File: src/rtl/lpm_pkg.sv
package lpm_pkg;

  typedef enum logic [2:0] {
    ST_RUN    = 3'd0,
    ST_DOZE   = 3'd1,
    ST_HALT   = 3'd2,
    ST_WINDOW = 3'd3,
    ST_RESET  = 3'd4
  } lpmState_t;

  typedef struct packed {
    logic pconLoad;
    logic pconClr;
    logic dozeClr;
    logic winStart;
    logic winRun;
    logic oscRun;
  } lpmStrobe_t;

  localparam logic [1:0] MODE_RUN  = 2'b00;
  localparam logic [1:0] MODE_DOZE = 2'b01;
  localparam logic [1:0] MODE_HALT = 2'b10;

endpackage

File: src/rtl/lpm_datapath.sv
module lpm_datapath
  import lpm_pkg::*;
#(
  parameter int MCYC_TICKS  = 6,
  parameter int RESUME_MCYC = 2
) (
  input  logic       clk,
  input  logic       rstN,
  input  lpmStrobe_t strb,
  input  logic [1:0] wrData,
  output logic [1:0] pcon,
  output logic       winDone
);
  localparam int WIN_TICKS = MCYC_TICKS * RESUME_MCYC;
  localparam int CNT_W     = $clog2(WIN_TICKS + 1);

  logic             phase;
  logic [CNT_W-1:0] winCnt;

  // power register
  always_ff @(posedge clk or negedge rstN) begin
    if (!rstN)              pcon <= 2'b00;
    else if (strb.pconClr)  pcon <= 2'b00;
    else if (strb.pconLoad) pcon <= wrData;
    else if (strb.dozeClr)  pcon[0] <= 1'b0;
  end

  // divide-by-two phase, restarted at window entry, frozen in halt
  always_ff @(posedge clk or negedge rstN) begin
    if (!rstN)              phase <= 1'b0;
    else if (strb.winStart) phase <= 1'b0;
    else if (strb.oscRun)   phase <= ~phase;
  end

  // grace window counter, one decrement per divided tick
  always_ff @(posedge clk or negedge rstN) begin
    if (!rstN)
      winCnt <= '0;
    else if (strb.winStart)
      winCnt <= CNT_W'(WIN_TICKS);
    else if (strb.winRun && phase && (winCnt != '0))
      winCnt <= winCnt - 1'b1;
  end

  assign winDone = strb.winRun && phase && (winCnt == CNT_W'(1));

endmodule

File: src/rtl/lpm_control.sv
module lpm_control
  import lpm_pkg::*;
(
  input  logic       clk,
  input  logic       rstN,
  input  logic       hwRst,
  input  logic       pconWr,
  input  logic [1:0] pconWrData,
  input  logic       wakeReq,
  input  logic       ramWrReq,
  input  logic       portWrReq,
  input  logic       winDone,
  output lpmStrobe_t strb,
  output logic       cpuClkEn,
  output logic       periphClkEn,
  output logic       oscEn,
  output logic       coreRst,
  output logic       ramWrEn,
  output logic       portWrEn,
  output logic [1:0] powerMode
);
  lpmState_t state, stateNxt;

  always_ff @(posedge clk or negedge rstN) begin
    if (!rstN) state <= ST_RUN;
    else       state <= stateNxt;
  end

  always_comb begin
    stateNxt      = state;
    strb          = '0;
    strb.oscRun   = (state != ST_HALT);
    strb.winRun   = (state == ST_WINDOW);
    unique case (state)
      ST_RUN: begin
        if (hwRst) begin
          stateNxt = ST_RESET;
        end else if (pconWr) begin
          strb.pconLoad = 1'b1;
          if (pconWrData[1])      stateNxt = ST_HALT;
          else if (pconWrData[0]) stateNxt = ST_DOZE;
        end
      end
      ST_DOZE: begin
        if (hwRst) begin
          stateNxt      = ST_WINDOW;
          strb.winStart = 1'b1;
        end else if (wakeReq) begin
          stateNxt     = ST_RUN;
          strb.dozeClr = 1'b1;
        end
      end
      ST_HALT: begin
        if (hwRst) stateNxt = ST_RESET;
      end
      ST_WINDOW: begin
        if (winDone) stateNxt = ST_RESET;
      end
      ST_RESET: begin
        strb.pconClr = 1'b1;
        if (!hwRst) stateNxt = ST_RUN;
      end
      default: stateNxt = ST_RESET;
    endcase
  end

  always_comb begin
    cpuClkEn    = (state == ST_RUN) || (state == ST_WINDOW) || (state == ST_RESET);
    periphClkEn = (state != ST_HALT);
    oscEn       = (state != ST_HALT);
    coreRst     = (state == ST_RESET);
    ramWrEn     = ramWrReq && ((state == ST_RUN));
    portWrEn    = portWrReq && ((state == ST_RUN) || (state == ST_WINDOW));
    case (state)
      ST_DOZE: powerMode = MODE_DOZE;
      ST_HALT: powerMode = MODE_HALT;
      default: powerMode = MODE_RUN;
    endcase
  end

endmodule

File: src/rtl/lowpwr_ctrl.sv
module lowpwr_ctrl
  import lpm_pkg::*;
#(
  parameter int MCYC_TICKS  = 6,
  parameter int RESUME_MCYC = 2
) (
  input  logic       clk,
  input  logic       rstN,
  input  logic       hwRst,
  input  logic       pconWr,
  input  logic [1:0] pconWrData,
  input  logic       wakeReq,
  input  logic       ramWrReq,
  input  logic       portWrReq,
  output logic       cpuClkEn,
  output logic       periphClkEn,
  output logic       oscEn,
  output logic       coreRst,
  output logic       ramWrEn,
  output logic       portWrEn,
  output logic [1:0] pconRd,
  output logic [1:0] powerMode
);
  lpmStrobe_t strb;
  logic       winDone;

  lpm_control u_ctl (
    .clk(clk), .rstN(rstN), .hwRst(hwRst), .pconWr(pconWr),
    .pconWrData(pconWrData), .wakeReq(wakeReq), .ramWrReq(ramWrReq),
    .portWrReq(portWrReq), .winDone(winDone), .strb(strb),
    .cpuClkEn(cpuClkEn), .periphClkEn(periphClkEn), .oscEn(oscEn),
    .coreRst(coreRst), .ramWrEn(ramWrEn), .portWrEn(portWrEn),
    .powerMode(powerMode)
  );

  lpm_datapath #(.MCYC_TICKS(MCYC_TICKS), .RESUME_MCYC(RESUME_MCYC)) u_dp (
    .clk(clk), .rstN(rstN), .strb(strb), .wrData(pconWrData),
    .pcon(pconRd), .winDone(winDone)
  );

endmodule

File: config.mk
export PLATFORM = sky130hd
export DESIGN_NAME = lowpwr_ctrl
export DESIGN_NICKNAME = d
export VERILOG_FILES = /design/src/rtl/lpm_pkg.sv /design/src/rtl/lpm_datapath.sv /design/src/rtl/lpm_control.sv /design/src/rtl/lowpwr_ctrl.sv
export SDC_FILE = /design/constraint.sdc
export NUM_CORES = 1
export LEC_CHECK = 0
export ABC_AREA = 1
export BUFFER_PORTS_ARGS = -buffer_cell sky130_fd_sc_hd__buf_4
export CORE_MARGIN = 2
export CORE_UTILIZATION = 25
export CTS_CLUSTER_DIAMETER = 120
export DETAILED_ROUTE_END_ITERATION = 10
export GPL_ROUTABILITY_DRIVEN = 0
export PLACE_DENSITY_LB_ADDON = 0.08
export SLEW_MARGIN = 40
export SYNTH_ARGS = -nofsm -noshare
export SYNTH_HDL_FRONTEND = slang
export SYNTH_HIERARCHICAL = 1
export SYNTH_SLANG_ARGS = --single-unit
export TNS_END_PERCENT = 10
File: constraint.sdc
create_clock -name clk -period 1.9 [get_ports clk]
set_input_delay 0.19 -clock clk [delete_from_list [all_inputs] [get_ports clk]]
set_output_delay 0.19 -clock clk [all_outputs]
set_load 0.02 [all_outputs]
---- After elaboration in Yosys (flattened, before gate mapping) ----
Cells that the tools add are included.
Widths: inputs -> output; s select.
operators by class
  shift-type cells ........................ 0
  $add $sub $neg .......................... 1
  multiplexer cells ....................... 27
  div/mod/pow operators ................... 0
  bitwise operators ....................... 1
  order comparisons ....................... 0
  eq/ne operators ......................... 12
  reductions and logical operators ........ 14
  multiply operators ...................... 0
operators with widths
  operator             count
  $mux 3               9
  $pmux 3 s5           1
  $mux 1               12
  $mux 4               2
  $eq 3x2->1 const B   2
  $ne 2x2->1 const B   3
  $ne 3x3->1 const B   2
  $reduce_and 6->1     1
  $reduce_bool 2->1    3
  $logic_and 1x1->1    5
  $eq 4x1->1 const B   1
  $mux 2               2
  $ne 4x4->1 const B   1
  $pmux 2 s2           1
  $reduce_bool 4->1    1
  $sub 4x1->4 const B  1
  $eq 3x1->1 const B   1
  $eq 3x3->1 const B   1
  $logic_not 3->1      1
  $ne 3x2->1 const B   1
  $reduce_bool 3->1    1
  $logic_or 1x1->1     2
  $not 1->1            1
storage, ports and cells
  input bits .............................. 9
  register bits after elaboration ......... 10
  ROM bits ................................ 0
  memories kept ........................... 0
  memory bits (writable) .................. 0
  latch bits .............................. 0
  output and inout bits ................... 10
  logic and storage cells ................. 60

---- Longest topological paths before layout ----
Gate-level depths: netlist of the first run.
  depth in word-level cells ............... 6
  mapped depth ............................ 11
  depth with buffers taken out ............ 11

---- By module ----
Netlist of the first run, hierarchy kept.
modules (own cells, without submodules)
  module        times used  cells an instance  seq. area each (µm²)  area an instance (µm²)
  lpm_datapath  1           47                 175.2                 405.4
  lpm_control   1           63                 75.1                  354.1

---- Worst setup path after synthesis of the first run ----
OpenSTA, ideal clock, no wires.
  path type ............................... register -> register
  from .................................... register u_ctl.state[0]
  to ...................................... register u_ctl.state[1]
  path buffers ............................ 0
  clock period less this slack ............ 1.420 ns
  cell stages (with the launch flop) ...... 12
  data required time ...................... 1.783 ns
  library setup time ...................... 0.117 ns
  slack ................................... 0.480 ns
  arrival time ............................ 1.304 ns
  path through ............................ dfrtp_1 nand2_1 nor2_2 nand2_1 nor3b_1 inv_1 nand2_1 nand2_1 nor2_2 nand2_1 nand2_1 nand2_1
RTL lines
  element                   RTL line           RTL
  start: declaration        lpm_control.sv:22  lpmState_t state, stateNxt;
  start signal: assignment  lpm_control.sv:26  else state <= stateNxt;

==> metrics.md, run 1 <==
| Metric | Value |
|---|---|
| Clock latency on the worst-skew pair | `~270 ps` |
| Critical Path Max Stage Delay | `420 ps` |
| CTS resizes | `0` |
| Asr flop ratio synth | `100%` |
| FMAX | `approximately 640 MHz` |
| Post-layout util | `33.3%` |
| Number of synthesized flops with an enable pin | `0` |
| Status | `complete, no violations` |
| Synth Warn # | `6` |
| Largest net degree at the start of global routing | `11` |
| Post-route ant nets | `0` |
| Layout fillers | `about 310` |
| Max Cap Violations | `0` |
| Hold Vio Cnt, Final | `0` |
| DRT iter0 DRCs | `8` |
| Peak VDD IR | `0.521 mV` |
| Die Ht | `around 59 um` |
| Post-route DRC | `0` |
| Crit. End Element | `flip-flop` |
| CP Cell Sequence | `nand2_1 > nor2_2 > nand2_1 > nor3b_1 > inv_1 > nand2_1 > nand2_1 > nor2_2 > nand2_1 > nand2_1 > nand2_1` |
| Cell mode on critical path | `nand2_1` |
| Placed insts | `156` |
| Via count | `720` |
| CTS tree | `built` |
| FP Rows | `19` |
| Initial Utilization | `a little over a quarter` |
| H-tree depth | `1` |
| First-pass GRT wire length | `approximately 3100 um` |
| Core area | `around 0.0028 sq mm` |
| Synthesized instance count | `110` |
| Top cells by count, synth | `24 x nand2_1, 13 x nand3_1, 12 x inv_1, 10 x dfrtp_1, 10 x nor2_1` |
| Worst-path fanout max | `5` |
| First-pass detailed-route iteration total | `4` |
| Layout cell share with drive strength beyond 1 | `between 30% and 40%` |
| Largest cells by area after synthesis | `dfrtp_1 33%, nand2_1 12%, nand3_1 8.6%` |
| Startpoint Class | `flip-flop` |
| Setup Skew | `8.89 ps` |
| Nets | `around 140` |
| Die area | `around 0.0035 sq mm` |
| Area Growth Syn to Fin | `24.2%` |
| Final wirelength | `roughly 1800 um` |
| Power Total | `1.40 mW` |
| P_leak | `just over 0.5 nW` |
| WS Path Type | `flip-flop to flip-flop` |
| Die width | `59.1 um` |
| Finished Layout Cells | `160` |
| Post-synthesis sequential area ratio | `about 33%` |
| Clock buffer depth | `2` |
| #FFs+latches synth | `10` |
| WL/cell | `~11 um` |
| Crit path time final | `1570 ps` |
| Slew HR | `roughly 73%` |
| Mapped Nets | `approximately 120` |
| Reg2Reg Depth | `11` |
| Max Slew Vio Count | `0` |
| Reg clk slew, reported paths | `about 80 ps` |
| CTS Buf Count | `3` |
| Dominant cell type by area after synthesis | `dfrtp_1` |
| Main synth FF type | `dfrtp_1` |
| Hold buffer count at CTS | `1` |
| Clock Root Buffer | `clkbuf_4` |
| RSZ-0062 raised after global routing | `false` |
| Initial antenna violation count | `0` |
| Clock Sinks | `10` |
| CP delay by family, top | `simple AND/OR/NAND/NOR gates` |
| Syn_area_per_cell | `6.90 sq um` |
| Tcrit/Tclk final | `just over 80%` |
| Worst Path Required | `between 2000 and 2500 ps` |
| Netlist cell types | `24` |
| Slowest CP cell | `dfrtp_1` |
| Crit path buf inv count | `1` |
| Dpl hpwl | `approximately 1400 um` |
| WP depth | `11` |
| I/O pin count | `19` |
| Vias in the first global route | `702` |
| GRT Util Overall | `12.1%` |
| Cell with the most instances after synthesis | `nand2_1` |
| Final setup violation count | `0` |
| Tightest Pin Transition | `406 ps` |
| Setup TNS Final | `0 ps` |
| Cell area after synthesis | `around 760 sq um` |
| Top-area cell type share of the netlist area | `between 30% and 40%` |
| Congestion Overflow GR | `0` |
| Diodes inserted | `0` |
| Reg2Reg Setup Slack | `between 300 and 400 ps` |
| Power Dens Cells | `between 1000 and 1500 mW/mm^2` |
| Critical Path AT | `roughly 1700 ps` |
| Min-Delay Path Depth | `3` |
| Hold Path Class | `input port to flip-flop` |
| Vias per cell | `4.50` |
| Number of port buffers | `18` |
| # Post-CTS Setup Buffers | `0` |
-- flip-flops by register name, summed over array words and instances, names as in the netlist --
signal       cells
u_dp/pcon        2
u_ctl/state      3
u_dp/winCnt      4
u_dp/phase       1
-- logic make-up (layout without fill, tap and decap cells) --
family	count (synthesis)	in the layout	synth area share [%]
buffers and inverters	22	41	12.4
AOI/OAI and AO/OA	10	10	8.57
adders and majority gates	2	2	3.29
DFF	10	10	32.9
and+or+nand+nor	66	66	42.8
-- power by group --
part	internal, mW	switching (mW)	leakage [nW]	total, mW
clock	0.0734	0.0808	0.0138	0.154
combinational	0.321	0.520	0.365	0.842
sequential	0.308	0.0931	0.125	0.401
-- worst min-delay path, stage by stage --
cell	delay [ps]
buf_4	90
nand3_1	70
nand2_1	60
-- path summary, 6_finish.rpt --
path	from	end
max in group asynchronous	rstN	u_dp/winCnt[1]
worst max-delay path	u_ctl/state[1]	u_ctl/state[1]
worst min register to register	u_dp/phase	u_dp/phase
min in group asynchronous	rstN	u_ctl/state[0]
worst max register to register	u_ctl/state[1]	u_ctl/state[1]
worst min-delay path	pconWrData[1]	u_dp/pcon[1]
-- placed cells by master (no fill, tap or decap) --
cell type and instances:
nand4_1 2, nand3b_1 1, nand2_4 2, o21ai_0 4
nor3_1 2, ha_1 2, inv_2 7, clkbuf_4 3
o2bb2ai_1 1, buf_4 18, nor3b_1 1, nor2_1 10
dlygate4sd3_1 1, dfrtp_1 10, o21a_1 1, nand2_2 4
o21ai_2 2, nand3_2 1, or2_2 1, nand2_1 24
nand3_1 13, and2_1 1, o22ai_1 1, nor2_2 4
inv_1 12, a21oi_1 1
-- through the flow --
step	worst slack, ps	instance area (sq um)	hold WS, ps
finish	329	943	163
CTS	318	943	159
global route	179	943	173
floorplan	480	759	-106
global placement	368	911	35.6
detailed placement	341	911	37.6
-- routing by layer --
layer	track usage, %	share of wire, %	routed length, um
met1	16.4	51	913
met2	17.9	43	778
met4	6.82	2.2	39
met5	0	0	0
met3	2.18	3.5	63
-- area by class of cell --
| class | count | area (sq um) | share of cell area (%) |
|---|---|---|---|
| multi-input cells | 78 | 415 | 44.0 |
| flip-flops and latches | 10 | 250 | 26.5 |
| repair buffers | 19 | 145 | 15.4 |
| inverters | 19 | 71.3 | 7.56 |
| well taps | 31 | 38.8 | 4.11 |
| clock buffers | 3 | 22.5 | 2.39 |
Note: power is estimated with default switching activity, not from simulation.
==> run 2: changes to the inputs <==
- clock period: 1.9 -> 1.55 ns (I/O delays scaled with it)
==> run 2 against run 1 <==
Non-clock buffer count grew 9. Sequential power grew 15%. Die area is the same. Critical endpoint is now coreRst. Sequential share of layout area shrank 2.7 points. Routed wire length shrank 3.0%. Largest power group unchanged. Via count grew 4.4%.
==> metrics.md, run 2 (synthesized netlist as in run 1, its figures left out) <==
| Metric | Value |
|---|---|
| Status | `complete, no violations` |
| Tightest Pin Transition | `192 ps (-214 ps)` |
| Clock Sinks | `10 (unchanged)` |
| Die width | `59.1 um (unchanged)` |
| Most frequent cells in the layout | `25 x buf_4, 22 x nand2_1, 13 x nand3_1` |
| CP delay by family, top | `flip-flops` |
| Worst-path fanout max | `4 (-1)` |
| Sw Pwr | `0.894 mW (+29%)` |
| Layout cell share with drive strength beyond 1 | `40.3% (+7.7 points)` |
| Min Hold Slack | `141 ps (-21.9 ps)` |
| WS Path Type | `flip-flop to output pin` |
| Initial Utilization | `26.8% (unchanged)` |
| CTS tree | `built` |
| I/O pin count | `19 (unchanged)` |
| Setup TNS Final | `0 ps (unchanged)` |
| Congestion Overflow GR | `0 (unchanged)` |
| Crit. End Element | `output pin` |
| Max reg flops | `4 (unchanged)` |
| RSZ-0062 raised after global routing | `true` |
| Tcrit/Tclk final | `between 90 and 100%` |
| Crit path buf inv count | `3 (+2)` |
| Initial antenna violation count | `0 (unchanged)` |
| Nets | `151 (+6.3%)` |
| Vias per cell | `4.42 (-1.7%)` |
| Die area | `0.00349 sq mm (unchanged)` |
| Slew HR | `87.1% (+14 points)` |
| Final wirelength | `1740 um (-3.0%)` |
| Clock Root Buffer | `clkbuf_4` |
| Largest regs | `u_dp/winCnt: 4 flops, u_ctl/state: 3 flops, u_dp/pcon: 2 flops` |
| Die Ht | `59.1 um (unchanged)` |
| Reg clk slew, reported paths | `70 ps (about the same)` |
| Critical Path Max Stage Delay | `400 ps (-20 ps)` |
| Diodes inserted | `0 (unchanged)` |
| Critical Path AT | `1340 ps (-400 ps)` |
| Peak VDD IR | `0.758 mV (+45%)` |
| Placed insts | `165 (+5.8%)` |
| CP Cell Sequence | `buf_6 > inv_1 > nand2_1 > nor2_2 > buf_4` |
| Setup Skew | `4.05 ps (-4.84 ps)` |
| Area Growth Syn to Fin | `38.2%` |
| Max Slew Vio Count | `0 (unchanged)` |
| Largest net degree at the start of global routing | `11 (unchanged)` |
| Most common cell after layout, fill and taps aside | `buf_4` |
| Slowest CP cell | `dfrtp_1` |
| Via count | `752 (+4.4%)` |
| DRT iter0 DRCs | `11 (+3)` |
| Vias in the first global route | `736 (+4.8%)` |
| Post-route ant nets | `0 (unchanged)` |
| Dpl hpwl | `1430 um (+2.2%)` |
| Hold Path Class | `input port to flip-flop` |
| H-tree depth | `1 (unchanged)` |
| Power Total | `1.96 mW (+40%)` |
| Finished Layout Cells | `170 (+6.3%)` |
| First-pass GRT wire length | `3130 um (+0.22%)` |
| Post-route DRC | `0 (unchanged)` |
| Startpoint Class | `flip-flop` |
| Clock network power share | `11.9% (+0.9 points)` |
| Pint | `1.06 mW (+51%)` |
| CTS Buf Count | `3 (unchanged)` |
| Clock buffer depth | `2 (unchanged)` |
| Top reg by flops | `u_dp/winCnt` |
| Flop pwr share | `23.6% (-5.1 points)` |
| Worst Path Required | `1390 ps (-680 ps)` |
| Number of port buffers | `18 (unchanged)` |
| Max Cap Violations | `0 (unchanged)` |
| Power Dens Cells | `1860 mW/mm^2 (+26%)` |
| WL/cell | `10.2 um (-8.7%)` |
| Combinational group share of total power | `64.5% (+4.3 points)` |
| Clock latency on the worst-skew pair | `260 ps (about the same)` |
| Core area | `0.00283 sq mm (unchanged)` |
| FMAX | `approximately 670 MHz` |
| Final setup violation count | `0 (unchanged)` |
| Crit path time final | `between 1000 and 1500 ps` |
| P_leak | `0.560 nW (+11%)` |
| GRT Util Overall | `11.7% (-0.35 points)` |
| First-pass detailed-route iteration total | `3 (-1)` |
| Hold Vio Cnt, Final | `0 (unchanged)` |
| FP Rows | `19 (unchanged)` |
| Sw Ratio | `45.7% (-4.0 points)` |
## run 2: cell types whose count changed in the layout (fill, tap and decap cells not counted), sizes merged
cell	before	now
buf	18	27
clkbuf	3	4
## run 2: area by class of cell
cell class	instances	area [sq um]
multi-input cells	78	433
repair buffers	28	220
fillers	315	1780
well taps	31	38.8
flip-flops and latches	10	250
inverters	19	71.3
clock buffers	4	36.3
## run 2: per-layer routing
metal,share of wire [%],global-route usage (%),vias to the layer above,wire length [um]
li1,-,-,404,-
met1,48,14.9,334,838
met2,47,19.5,14,825
met3,4.3,3.93,0,75
met4,0,1.95,0,0
met5,0,0,-,0
## run 2: power by group through the flow
stage	Sequential, mW	Clock [mW]	Combinational (mW)
after floorplan	0.501	0	0.739
after global placement	0.460	0	1.24
after CTS	0.458	0.249	1.27
after detailed placement	0.459	0	1.23
after global routing	0.483	0.261	1.40
final	0.461	0.234	1.26
## run 2: worst min-delay path: stages
cell,delay (ps)
buf_4,110
nand2_1,50
o2bb2ai_1,50
## run 2: worst paths after layout
kind,from,endpoint,slack [ps],depth (start not counted)
max,u_ctl/state[0],coreRst,50,5
min,pconWrData[0],u_dp/pcon[0],140,3
max reg2reg,u_ctl/state[0],u_ctl/state[1],110,11
min reg2reg,u_dp/phase,u_dp/phase,490,1
max in group asynchronous,rstN,u_dp/winCnt[3],1150,2
min in group asynchronous,rstN,u_ctl/state[0],250,2
## run 2: what timing repair did
item,4_1_cts,5_1_grt
endpoints found under the setup margin,3,4
pin swaps,2,2
hold endpoints to repair,10,0
setup buffers,1,0
resized for setup,4,3
hold buffers,1,0
## run 2: per-stage QoR
stage | worst slack [ps] | util (%) | area, sq um
after CTS | 50.1 | 36.8 | 1040
after global routing | -28.9 | 37.1 | 1050
after detailed placement | 126 | 34.6 | 978
after floorplan | 130 | - | 759
after global placement | 163 | 34.6 | 978
final | 53.9 | 37.1 | 1050
